===== config.mk =====
export PLATFORM = sky130hd
export DESIGN_NAME = vplane_ctrl
export DESIGN_NICKNAME = d
export VERILOG_FILES = /design/src/rtl/vplane_pkg.sv /design/src/rtl/vplane_regfile.sv /design/src/rtl/vplane_window_gate.sv /design/src/rtl/vplane_mixer_mask.sv /design/src/rtl/vplane_ctrl.sv
export SDC_FILE = /design/constraint.sdc
export NUM_CORES = 1
export LEC_CHECK = 0
export CAP_MARGIN = 20
export CORE_ASPECT_RATIO = 0.7
export CORE_UTILIZATION = 57
export DETAILED_ROUTE_END_ITERATION = 10
export GPL_ROUTABILITY_DRIVEN = 0
export PLACE_DENSITY = 0.95
export SLEW_MARGIN = 20
export SYNTH_ARGS = -nofsm -noshare
export SYNTH_HDL_FRONTEND = slang
export SYNTH_HIERARCHICAL = 1
export SYNTH_SLANG_ARGS = --single-unit

===== constraint.sdc =====
create_clock -name clk -period 5 [get_ports clk]
set_input_delay 0.75 -clock clk [delete_from_list [all_inputs] [get_ports clk]]
set_output_delay 0.75 -clock clk [all_outputs]
set_load 0.005 [all_outputs]

===== src/rtl/vplane_pkg.sv =====
package vplane_pkg;
  localparam int ADDR_W  = 8;
  localparam int DATA_W  = 32;
  localparam int COORD_W = 12;
  localparam int EN_W    = 3;
  localparam int NUM_MIX = 2;

  // Offsets
  localparam logic [ADDR_W-1:0] OFS_CTL   = 8'h00;
  localparam logic [ADDR_W-1:0] OFS_ALPHA = 8'h04;
  localparam logic [ADDR_W-1:0] OFS_WSTRT = 8'h0C;
  localparam logic [ADDR_W-1:0] OFS_WEND  = 8'h10;
  localparam logic [ADDR_W-1:0] OFS_STAT  = 8'h68;
  localparam logic [ADDR_W-1:0] OFS_BCON  = 8'h70;
  localparam logic [ADDR_W-1:0] OFS_TINT  = 8'h74;
  localparam logic [ADDR_W-1:0] OFS_SAT   = 8'h78;

  // Field positions
  localparam int HIDE_LSB = 30;
  localparam int ROW_LSB  = 16;

  // Implemented-bit masks
  localparam logic [DATA_W-1:0] MSK_CTL   = 32'hC000_0007;
  localparam logic [DATA_W-1:0] MSK_ALPHA = 32'h0000_00FF;
  localparam logic [DATA_W-1:0] MSK_WIN   = 32'h0FFF_0FFF;
  localparam logic [DATA_W-1:0] MSK_BCON  = 32'h0000_FFFF;
  localparam logic [DATA_W-1:0] MSK_BYTE  = 32'h0000_00FF;

  // Reset values
  localparam logic [DATA_W-1:0] RST_CTL   = 32'hC000_0007;
  localparam logic [DATA_W-1:0] RST_ALPHA = 32'h0000_0080;
  localparam logic [DATA_W-1:0] RST_BCON  = 32'h0000_8000;
  localparam logic [DATA_W-1:0] RST_TINT  = 32'h0000_0000;
  localparam logic [DATA_W-1:0] RST_SAT   = 32'h0000_0080;

  // Inclusive span test on one axis
  function automatic logic span_hit(input logic [COORD_W-1:0] pos,
                                    input logic [COORD_W-1:0] lo,
                                    input logic [COORD_W-1:0] hi);
    return (pos >= lo) && (pos <= hi);
  endfunction

  // Sticky flag next state: set has priority over clear
  function automatic logic sticky_next(input logic cur, input logic set_ev,
                                       input logic clr_ev);
    return set_ev | (cur & ~clr_ev);
  endfunction
endpackage


===== src/rtl/vplane_regfile.sv =====
module vplane_regfile
  import vplane_pkg::*;
(
  input  logic                clk,
  input  logic                rst_n,
  input  logic                bus_we,
  input  logic [ADDR_W-1:0]   bus_addr,
  input  logic [DATA_W-1:0]   bus_wdata,
  output logic [DATA_W-1:0]   bus_rdata,
  input  logic                uf_pulse,
  output logic [NUM_MIX-1:0]  ctl_hide,
  output logic [EN_W-1:0]     ctl_en,
  output logic [COORD_W-1:0]  win_x0,
  output logic [COORD_W-1:0]  win_y0,
  output logic [COORD_W-1:0]  win_x1,
  output logic [COORD_W-1:0]  win_y1,
  output logic                uf_set_ev,
  output logic                uf_clr_ev,
  output logic                uf_flag
);
  logic [DATA_W-1:0] ctl_q, alpha_q, wstrt_q, wend_q, bcon_q, tint_q, sat_q;
  logic              uf_q;

  logic wr_ctl, wr_alpha, wr_wstrt, wr_wend, wr_stat, wr_bcon, wr_tint, wr_sat;

  assign wr_ctl   = bus_we && (bus_addr == OFS_CTL);
  assign wr_alpha = bus_we && (bus_addr == OFS_ALPHA);
  assign wr_wstrt = bus_we && (bus_addr == OFS_WSTRT);
  assign wr_wend  = bus_we && (bus_addr == OFS_WEND);
  assign wr_stat  = bus_we && (bus_addr == OFS_STAT);
  assign wr_bcon  = bus_we && (bus_addr == OFS_BCON);
  assign wr_tint  = bus_we && (bus_addr == OFS_TINT);
  assign wr_sat   = bus_we && (bus_addr == OFS_SAT);

  assign uf_set_ev = uf_pulse;
  assign uf_clr_ev = wr_stat && bus_wdata[0];

  always_ff @(posedge clk or negedge rst_n) begin
    if (!rst_n) begin
      ctl_q   <= RST_CTL;
      alpha_q <= RST_ALPHA;
      wstrt_q <= '0;
      wend_q  <= '0;
      bcon_q  <= RST_BCON;
      tint_q  <= RST_TINT;
      sat_q   <= RST_SAT;
      uf_q    <= 1'b0;
    end else begin
      if (wr_ctl)   ctl_q   <= bus_wdata & MSK_CTL;
      if (wr_alpha) alpha_q <= bus_wdata & MSK_ALPHA;
      if (wr_wstrt) wstrt_q <= bus_wdata & MSK_WIN;
      if (wr_wend)  wend_q  <= bus_wdata & MSK_WIN;
      if (wr_bcon)  bcon_q  <= bus_wdata & MSK_BCON;
      if (wr_tint)  tint_q  <= bus_wdata & MSK_BYTE;
      if (wr_sat)   sat_q   <= bus_wdata & MSK_BYTE;
      uf_q <= sticky_next(uf_q, uf_set_ev, uf_clr_ev);
    end
  end

  always_comb begin
    unique case (bus_addr)
      OFS_CTL:   bus_rdata = ctl_q;
      OFS_ALPHA: bus_rdata = alpha_q;
      OFS_WSTRT: bus_rdata = wstrt_q;
      OFS_WEND:  bus_rdata = wend_q;
      OFS_STAT:  bus_rdata = {{(DATA_W-1){1'b0}}, uf_q};
      OFS_BCON:  bus_rdata = bcon_q;
      OFS_TINT:  bus_rdata = tint_q;
      OFS_SAT:   bus_rdata = sat_q;
      default:   bus_rdata = '0;
    endcase
  end

  assign ctl_hide = ctl_q[HIDE_LSB +: NUM_MIX];
  assign ctl_en   = ctl_q[EN_W-1:0];
  assign win_x0   = wstrt_q[COORD_W-1:0];
  assign win_y0   = wstrt_q[ROW_LSB +: COORD_W];
  assign win_x1   = wend_q[COORD_W-1:0];
  assign win_y1   = wend_q[ROW_LSB +: COORD_W];
  assign uf_flag  = uf_q;
endmodule


===== src/rtl/vplane_window_gate.sv =====
module vplane_window_gate
  import vplane_pkg::*;
#(
  parameter int CW = COORD_W
) (
  input  logic          clk,
  input  logic          rst_n,
  input  logic [CW-1:0] pos_x,
  input  logic [CW-1:0] pos_y,
  input  logic [CW-1:0] lo_x,
  input  logic [CW-1:0] lo_y,
  input  logic [CW-1:0] hi_x,
  input  logic [CW-1:0] hi_y,
  output logic          hit_d,
  output logic          hit_q
);
  localparam int AXES = 2;

  logic [AXES-1:0][CW-1:0] pos_v, lo_v, hi_v;
  logic [AXES-1:0]         axis_hit;

  assign pos_v = {pos_y, pos_x};
  assign lo_v  = {lo_y, lo_x};
  assign hi_v  = {hi_y, hi_x};

  for (genvar a = 0; a < AXES; a++) begin : g_axis
    assign axis_hit[a] = span_hit(pos_v[a], lo_v[a], hi_v[a]);
  end

  assign hit_d = &axis_hit;

  always_ff @(posedge clk or negedge rst_n) begin
    if (!rst_n) hit_q <= 1'b0;
    else        hit_q <= hit_d;
  end
endmodule


===== src/rtl/vplane_mixer_mask.sv =====
module vplane_mixer_mask
  import vplane_pkg::*;
#(
  parameter int NMIX = NUM_MIX,
  parameter int EW   = EN_W
) (
  input  logic            clk,
  input  logic            rst_n,
  input  logic            hit_d,
  input  logic [EW-1:0]   en_field,
  input  logic [NMIX-1:0] hide,
  output logic [NMIX-1:0] vis_q
);
  logic layer_on;
  assign layer_on = |en_field;

  for (genvar m = 0; m < NMIX; m++) begin : g_mix
    always_ff @(posedge clk or negedge rst_n) begin
      if (!rst_n) vis_q[m] <= 1'b0;
      else        vis_q[m] <= hit_d & layer_on & ~hide[m];
    end
  end
endmodule


===== src/rtl/vplane_ctrl.sv =====
module vplane_ctrl
  import vplane_pkg::*;
(
  input  logic         clk,
  input  logic         rst_n,
  input  logic         bus_we,
  input  logic [7:0]   bus_addr,
  input  logic [31:0]  bus_wdata,
  output logic [31:0]  bus_rdata,
  input  logic [11:0]  pix_x,
  input  logic [11:0]  pix_y,
  input  logic         underflow_pulse,
  output logic         in_window,
  output logic         main_vis,
  output logic         aux_vis
);
  logic [NUM_MIX-1:0] ctl_hide;
  logic [EN_W-1:0]    ctl_en;
  logic [COORD_W-1:0] win_x0, win_y0, win_x1, win_y1;
  logic               uf_set_ev, uf_clr_ev, uf_flag;
  logic               win_hit_d;
  logic [NUM_MIX-1:0] vis_q;

  vplane_regfile u_regs (
    .clk       (clk),
    .rst_n     (rst_n),
    .bus_we    (bus_we),
    .bus_addr  (bus_addr),
    .bus_wdata (bus_wdata),
    .bus_rdata (bus_rdata),
    .uf_pulse  (underflow_pulse),
    .ctl_hide  (ctl_hide),
    .ctl_en    (ctl_en),
    .win_x0    (win_x0),
    .win_y0    (win_y0),
    .win_x1    (win_x1),
    .win_y1    (win_y1),
    .uf_set_ev (uf_set_ev),
    .uf_clr_ev (uf_clr_ev),
    .uf_flag   (uf_flag)
  );

  vplane_window_gate #(.CW(COORD_W)) u_gate (
    .clk   (clk),
    .rst_n (rst_n),
    .pos_x (pix_x),
    .pos_y (pix_y),
    .lo_x  (win_x0),
    .lo_y  (win_y0),
    .hi_x  (win_x1),
    .hi_y  (win_y1),
    .hit_d (win_hit_d),
    .hit_q (in_window)
  );

  vplane_mixer_mask #(.NMIX(NUM_MIX), .EW(EN_W)) u_mask (
    .clk      (clk),
    .rst_n    (rst_n),
    .hit_d    (win_hit_d),
    .en_field (ctl_en),
    .hide     (ctl_hide),
    .vis_q    (vis_q)
  );

  assign main_vis = vis_q[0];
  assign aux_vis  = vis_q[1];
endmodule


==> out/metrics.csv, run 1 <==
stage,metric,value,unit
run_status,outcome,"finished, final reports clean",
timing,fin_skew,5.32,ps
clocking,clock_sinks,97,
hold_path,worstHoldPathType,input pin to async pin,
clocking,ctsRootBufferMaster,clkbuf_16,
worst_setup_path,critPathMaxFanout,16,
worst_setup_path,crit_required,4250,ps
routing,drt_iter0_drc,412,
routing,drt_pass1_iterations,5,
synth,postSynthCellCount,491,
global_routing,grtUsageTotal,29.9,%
timing,setup_viol,0,
pwr,p_leak,3.26,nW
synth,yosysWarnings,6,
timing,grt_setup_unrepaired,false,
timing,tightestPinTransition,933,ps
worst_setup_path,reg2reg_to,u_mask/vis_q[0]$_DFF_PN0_,
clocking,htree_levels,3,
worst_setup_path,path_cells,"clkdlybuf4s50_1, nor4_2, buf_4, and4_1, buf_4, a22o_1, clkdlybuf4s50_1",
placed_design,io_buffers,98,
routing,wl_per_cell,20.6,um
clocking,postCtsSetupBuffers,0,
clocking,clockBufferDepth,2,
worst_setup_path,cp-end-kind,primary output,
timing,final.setup.tns,0,ps
timing,setup_slack,514,ps
worst_setup_path,cp-start-kind,input pin,
clocking,clock_latency,350,ps
global_routing,grt_pass1_vias,4695,
floorplan,pin_count,103,
placed_design,place_ws,607,ps
synth,syn_area,5620,um^2
placed_design,dpl.hpwl,10400,um
finish,n_antenna_cell,0,
clocking,ctsHoldBuffers,0,
finish,syn_to_final_growth,25.1,%
floorplan,die_y,85.1,um
routing,num_vias,4508,
pwr,irDropWorstVdd,188,uV
clocking,cts_tree,yes,
job,cap_violations,0,
global_routing,grt_max_degree,53,
floorplan,core,9330,um^2
floorplan,dieArea,10300,um^2
finish,drive_above_1_share,20.6,%
synth,syn_avg_cell_area,11.4,um^2
clocking,clk_pin_slew,70,ps
floorplan,num_rows,29,
global_routing,grt_overflow,0,
pwr,p_per_area,251,nW/um^2
worst_setup_path,cpPeakStageDelay,840,ps
finish,num-nets-final,707,
worst_setup_path,r2r_slack,2400,ps
pwr,design_power_total,1.76,mW
timing,fin_crit,4490,ps
global_routing,antenna_found_initial,0,
routing,remaining_drc_errors,0,
routing,viasPerCell,6.26,
clocking,ctsResizeCount,0,
routing,wl,14800,um
timing,max_freq,223,MHz
floorplan,initial_core_util,60.3,%
global_routing,grt_pass1_wl,23300,um
clocking,numCtsBuffers,9,
timing,fin_crit_sh,89.7,%
worst_setup_path,reg2regPathDepth,8,
timing,drv_slew,0,
floorplan,die_w,121,um
worst_setup_path,cp.arrival,3740,ps
worst_setup_path,cpMaxStageDelayCell,and4_1,
timing,slew_headroom,37.8,%
routing,final_antenna_net_count,0,
timing,hold_violations,0,
worst_setup_path,worstSetupPathType,input pin to primary output,
worst_setup_path,r2r-start,u_regs/wstrt_q[0]$_DFFE_PN0P_,
sequential cells by signal, indices dropped and copies added (netlist names):
signal and cells:
u_regs/tint_q 8, u_regs/uf_flag 1, u_regs/ctl_q 5, u_mask/vis_q 2, u_regs/wstrt_q 24, u_regs/alpha_q 8, u_regs/sat_q 8, u_regs/bcon_q 16
u_regs/wend_q 24, u_gate/hit_q 1
worst max path at each step:
stage,start,endpoint,slack [ps],cells past startpoint
after floorplan,bus_addr[3],bus_rdata[10],2120,6
after global placement,bus_addr[5],bus_rdata[26],730,7
after detailed placement,bus_addr[5],bus_rdata[27],610,7
after CTS,bus_addr[5],bus_rdata[27],590,7
after global routing,bus_addr[5],bus_rdata[25],470,7
final,bus_addr[5],bus_rdata[27],510,7
power by group:
group          leakage (nW)  switching (mW)  internal, mW
clock                 0.136           0.323         0.348
sequential             1.31          0.0258         0.823
combinational          1.82           0.120         0.124
critical path: cells and delay by family:
kind	cells	cell delay (ps)
compound gates	1	150
buf+inv	4	1640
simple gates	2	1190
cells in the final DEF (no fill, tap or decap), drive strengths merged, types with 3 or more instances in the layout:
cell type,instances
clkdlybuf4s50,97
a221o,3
nor2,11
a21oi,13
nor4,5
mux2,97
nand3,9
and2,4
dfrtp,89
and3,9
nor2b,5
a211o,3
dfstp,8
o211ai,3
inv,54
a222oi,4
ha,48
nand2b,4
nand4,10
a2111oi,3
nand2,20
a22oi,5
buf,11
mux2i,4
a22o,14
a31oi,4
a21o,10
clkbuf,9
nor3,4
o21ai,6
per-stage QoR:
step | hold WS (ps) | util [%] | cells | cell area, um^2
after floorplan | 454 | - | 492 | 5620
after global placement | 479 | 72.3 | 704 | 6740
after detailed placement | 492 | 72.3 | 704 | 6740
after CTS | 423 | 75.4 | 720 | 7030
after global routing | 454 | 75.4 | 720 | 7030
final | 403 | 75.4 | 720 | 7030
layout make-up:
class	instances	area [um^2]
clock inverters	7	63.8
flip-flops and latches	97	2440
repair buffers	108	1050
fillers	568	2300
multi-input cells	324	2900
clock buffers	9	225
inverters	51	191
well taps	124	155
layer usage:
layer	GRT usage (%)	vias to the layer above	routed length, um
li1	-	1995	-
met1	38.0	2215	6170
met2	47.6	242	6860
met3	9.21	56	1300
met4	13.0	0	471
met5	0	-	0
Power figures use the tool's default switching activity.
==> run 2, diff against run 1 <==
--- a/config.mk
+++ b/config.mk
@@ -10,6 +10,7 @@
 export CORE_UTILIZATION = 57
 export DETAILED_ROUTE_END_ITERATION = 10
 export GPL_ROUTABILITY_DRIVEN = 0
+export GPL_TIMING_DRIVEN = 0
 export PLACE_DENSITY = 0.95
 export SLEW_MARGIN = 20
 export SYNTH_ARGS = -nofsm -noshare
==> run 2 against run 1 <==
  * Core utilization rose by 0.99 points
  * Critical path depth is the same
  * Total power increased by 7.8%
  * Worst setup slack got worse by 280 ps
  * Sequential cell count stayed put
  * Combinational power rose by 2%
  * Highest routed layer unchanged
  * Sequential share of layout area fell by 0.45 points
==> out/metrics.csv, run 2 (same netlist as run 1, synthesis figures left out) <==
stage,metric,value,unit,change
routing,final_antenna_net_count,0,,unchanged
routing,wl_per_cell,20.8,um,was 20.6 um
global_routing,grt_pass1_vias,4891,,"was 4,695"
finish,fillCellCount,559,,was 568
floorplan,die_w,121,um,unchanged
worst_setup_path,cp.arrival,4010,ps,was 3740 ps
timing,fin_crit_sh,95.3,%,was 89.7%
floorplan,initial_core_util,60.3,%,unchanged
timing,tightestPinTransition,845,ps,was 933 ps
pwr,irDropWorstVdd,286,uV,was 188 uV
global_routing,grt_max_degree,58,,was 53
timing,fin_skew,4.32,ps,was 5.32 ps
routing,drt_pass1_iterations,5,,unchanged
worst_setup_path,worstSetupPathType,input pin to primary output,,unchanged
global_routing,grt_util_met1,38.1,%,was 38.0%
timing,slew_headroom,43.2,%,was 37.8%
floorplan,dieArea,10300,um^2,unchanged
clocking,clockBufferDepth,2,,unchanged
floorplan,num_rows,29,,unchanged
worst_setup_path,cp-start-kind,input pin,,unchanged
clocking,clock_latency,350,ps,about the same
worst_setup_path,r2r-start,u_regs/wstrt_q[0]$_DFFE_PN0P_,,unchanged
worst_setup_path,crit_required,4250,ps,about the same
finish,layout_commonest_cell,clkdlybuf4s50_1,,unchanged
timing,fin_crit,4760,ps,was 4490 ps
placed_design,dpl.hpwl,10800,um,"was 10,400 um"
finish,syn_to_final_growth,26.7,%,was 25.1%
worst_setup_path,crit_start,bus_addr[7],,was bus_addr[5]
floorplan,core,9330,um^2,unchanged
global_routing,antenna_found_initial,0,,unchanged
timing,fin_hold_ws,305,ps,was 403 ps
run_status,outcome,"finished, final reports clean",,unchanged
routing,wl,15100,um,"was 14,800 um"
worst_setup_path,reg2reg_to,u_mask/vis_q[0]$_DFF_PN0_,,unchanged
routing,remaining_drc_errors,0,,unchanged
global_routing,grtUsageTotal,31.0,%,was 29.9%
routing,viasPerCell,6.21,,was 6.26
clocking,htree_levels,3,,unchanged
timing,grt_setup_unrepaired,false,,unchanged
global_routing,grt.busiest_layer,met2,,unchanged
timing,drv_slew,0,,unchanged
pwr,p_leak,3.29,nW,was 3.26 nW
global_routing,grtUsageMet2,51.5,%,was 47.6%
global_routing,grt_pass1_wl,24100,um,"was 23,300 um"
clocking,numCtsBuffers,9,,unchanged
worst_setup_path,reg2regPathDepth,8,,unchanged
worst_setup_path,r2r_slack,2330,ps,was 2400 ps
clocking,cts_tree,yes,,unchanged
worst_setup_path,critPathMaxFanout,10,,was 16
job,cap_violations,0,,unchanged
global_routing,met3_usage,10.5,%,was 9.21%
hold_path,worstHoldPathType,input pin to async pin,,unchanged
clocking,clk_pin_slew,70,ps,about the same
timing,max_freq,210,MHz,was 223 MHz
routing,num_vias,4530,,"was 4,508"
clocking,ctsHoldBuffers,0,,unchanged
routing,drt_iter0_drc,394,,was 412
finish,drive_above_1_share,20.5,%,was 20.6%
finish,layout.cells.most_common_list,"clkdlybuf4s50_1, dfrtp_1, mux2_2, inv_1, ha_1",,unchanged
floorplan,pin_count,103,,unchanged
clocking,postCtsSetupBuffers,0,,unchanged
floorplan,die_y,85.1,um,unchanged
finish,reg_top3,"u_regs/wend_q x24, u_regs/wstrt_q x24, u_regs/bcon_q x16",,unchanged
finish,finalCoreUtilization,76.4,%,was 75.4%
clocking,clock_sinks,97,,unchanged
placed_design,io_buffers,96,,was 98
finish,n_antenna_cell,0,,unchanged
finish,num-nets-final,716,,was 707
worst_setup_path,cp-end-kind,primary output,,unchanged
clocking,ctsRootBufferMaster,clkbuf_16,,unchanged
global_routing,grt_overflow,0,,unchanged
clocking,ctsResizeCount,0,,unchanged
timing,hold_violations,0,,unchanged
pwr,p_per_area,267,nW/um^2,was 251 nW/um^2
timing,setup_viol,0,,unchanged
-- run 2: cell types whose count changed in the layout (fill, tap and decap cells not counted), moves of 2 or more --
cell | before | now
clkinv_4 | 2 | 0
buf_4 | 11 | 2
bufinv_16 | 0 | 3
clkdlybuf4s50_1 | 97 | 95
clkbuf_1 | 0 | 6
inv_8 | 2 | 0
buf_2 | 0 | 7
buf_1 | 0 | 4
-- run 2: worst max path at each step --
stage                                     to  slack [ps]  cells after the start
3_5_place_dp                   bus_rdata[27]         380                      7
3_3_place_gp   u_regs/alpha_q[5]$_DFFE_PN0P_        -160                      1
2_1_floorplan                  bus_rdata[10]        2120                      6
6_report                       bus_rdata[18]         240                      7
5_1_grt                        bus_rdata[18]         170                      7
4_1_cts                        bus_rdata[27]         360                      7
-- run 2: layer usage --
layer | vias up | wire length (um)
met4 | 0 | 296
met3 | 42 | 1340
li1 | 2010 | -
met5 | - | 0
met2 | 242 | 7340
met1 | 2236 | 6160
-- run 2: worst max-delay path: stages --
cell	delay (ps)
clkdlybuf4s50_1	550
nor4_2	760
and4_1	290
buf_2	310
buf_1	550
a22o_1	280
clkdlybuf4s50_1	530
-- run 2: power by group --
| group | switching (mW) | leakage (nW) | internal, mW |
|---|---|---|---|
| logic | 0.123 | 1.82 | 0.125 |
| registers | 0.0264 | 1.31 | 0.823 |
| clock network | 0.300 | 0.165 | 0.504 |
-- run 2: stage by stage --
stage | instance area [um^2] | setup WS [ps] | TNS (ps) | power (mW) | std cells
floorplan | 5620 | 2120 | 0 | 0.973 | 492
global placement | 6740 | -159 | -13730 | 1.08 | 712
detailed placement | 6770 | 381 | 0 | 1.10 | 713
CTS | 7120 | 362 | 0 | 1.91 | 729
global route | 7120 | 170 | 0 | 1.97 | 729
finish | 7120 | 237 | 0 | 1.90 | 729
-- run 2: area by class of cell --
cell class	count	area (um^2)	area share (%)
plain buffers	20	92.6	1.30
clock buffers	10	239	3.36
well taps	124	155	2.18
inverters	51	191	2.69
clock inverters	6	114	1.60
multi-input cells	324	2900	40.7
flip-flops and latches	97	2440	34.2
repair buffers	97	990	13.9
==> run 3, diff against run 2 <==
--- a/config.mk
+++ b/config.mk
@@ -5,7 +5,6 @@
 export SDC_FILE = /design/constraint.sdc
 export NUM_CORES = 1
 export LEC_CHECK = 0
-export CAP_MARGIN = 20
 export CORE_ASPECT_RATIO = 0.7
 export CORE_UTILIZATION = 57
 export DETAILED_ROUTE_END_ITERATION = 10
==> results of run 3 <==
The final DEF is identical to that of run 2; final timing and power are the same.
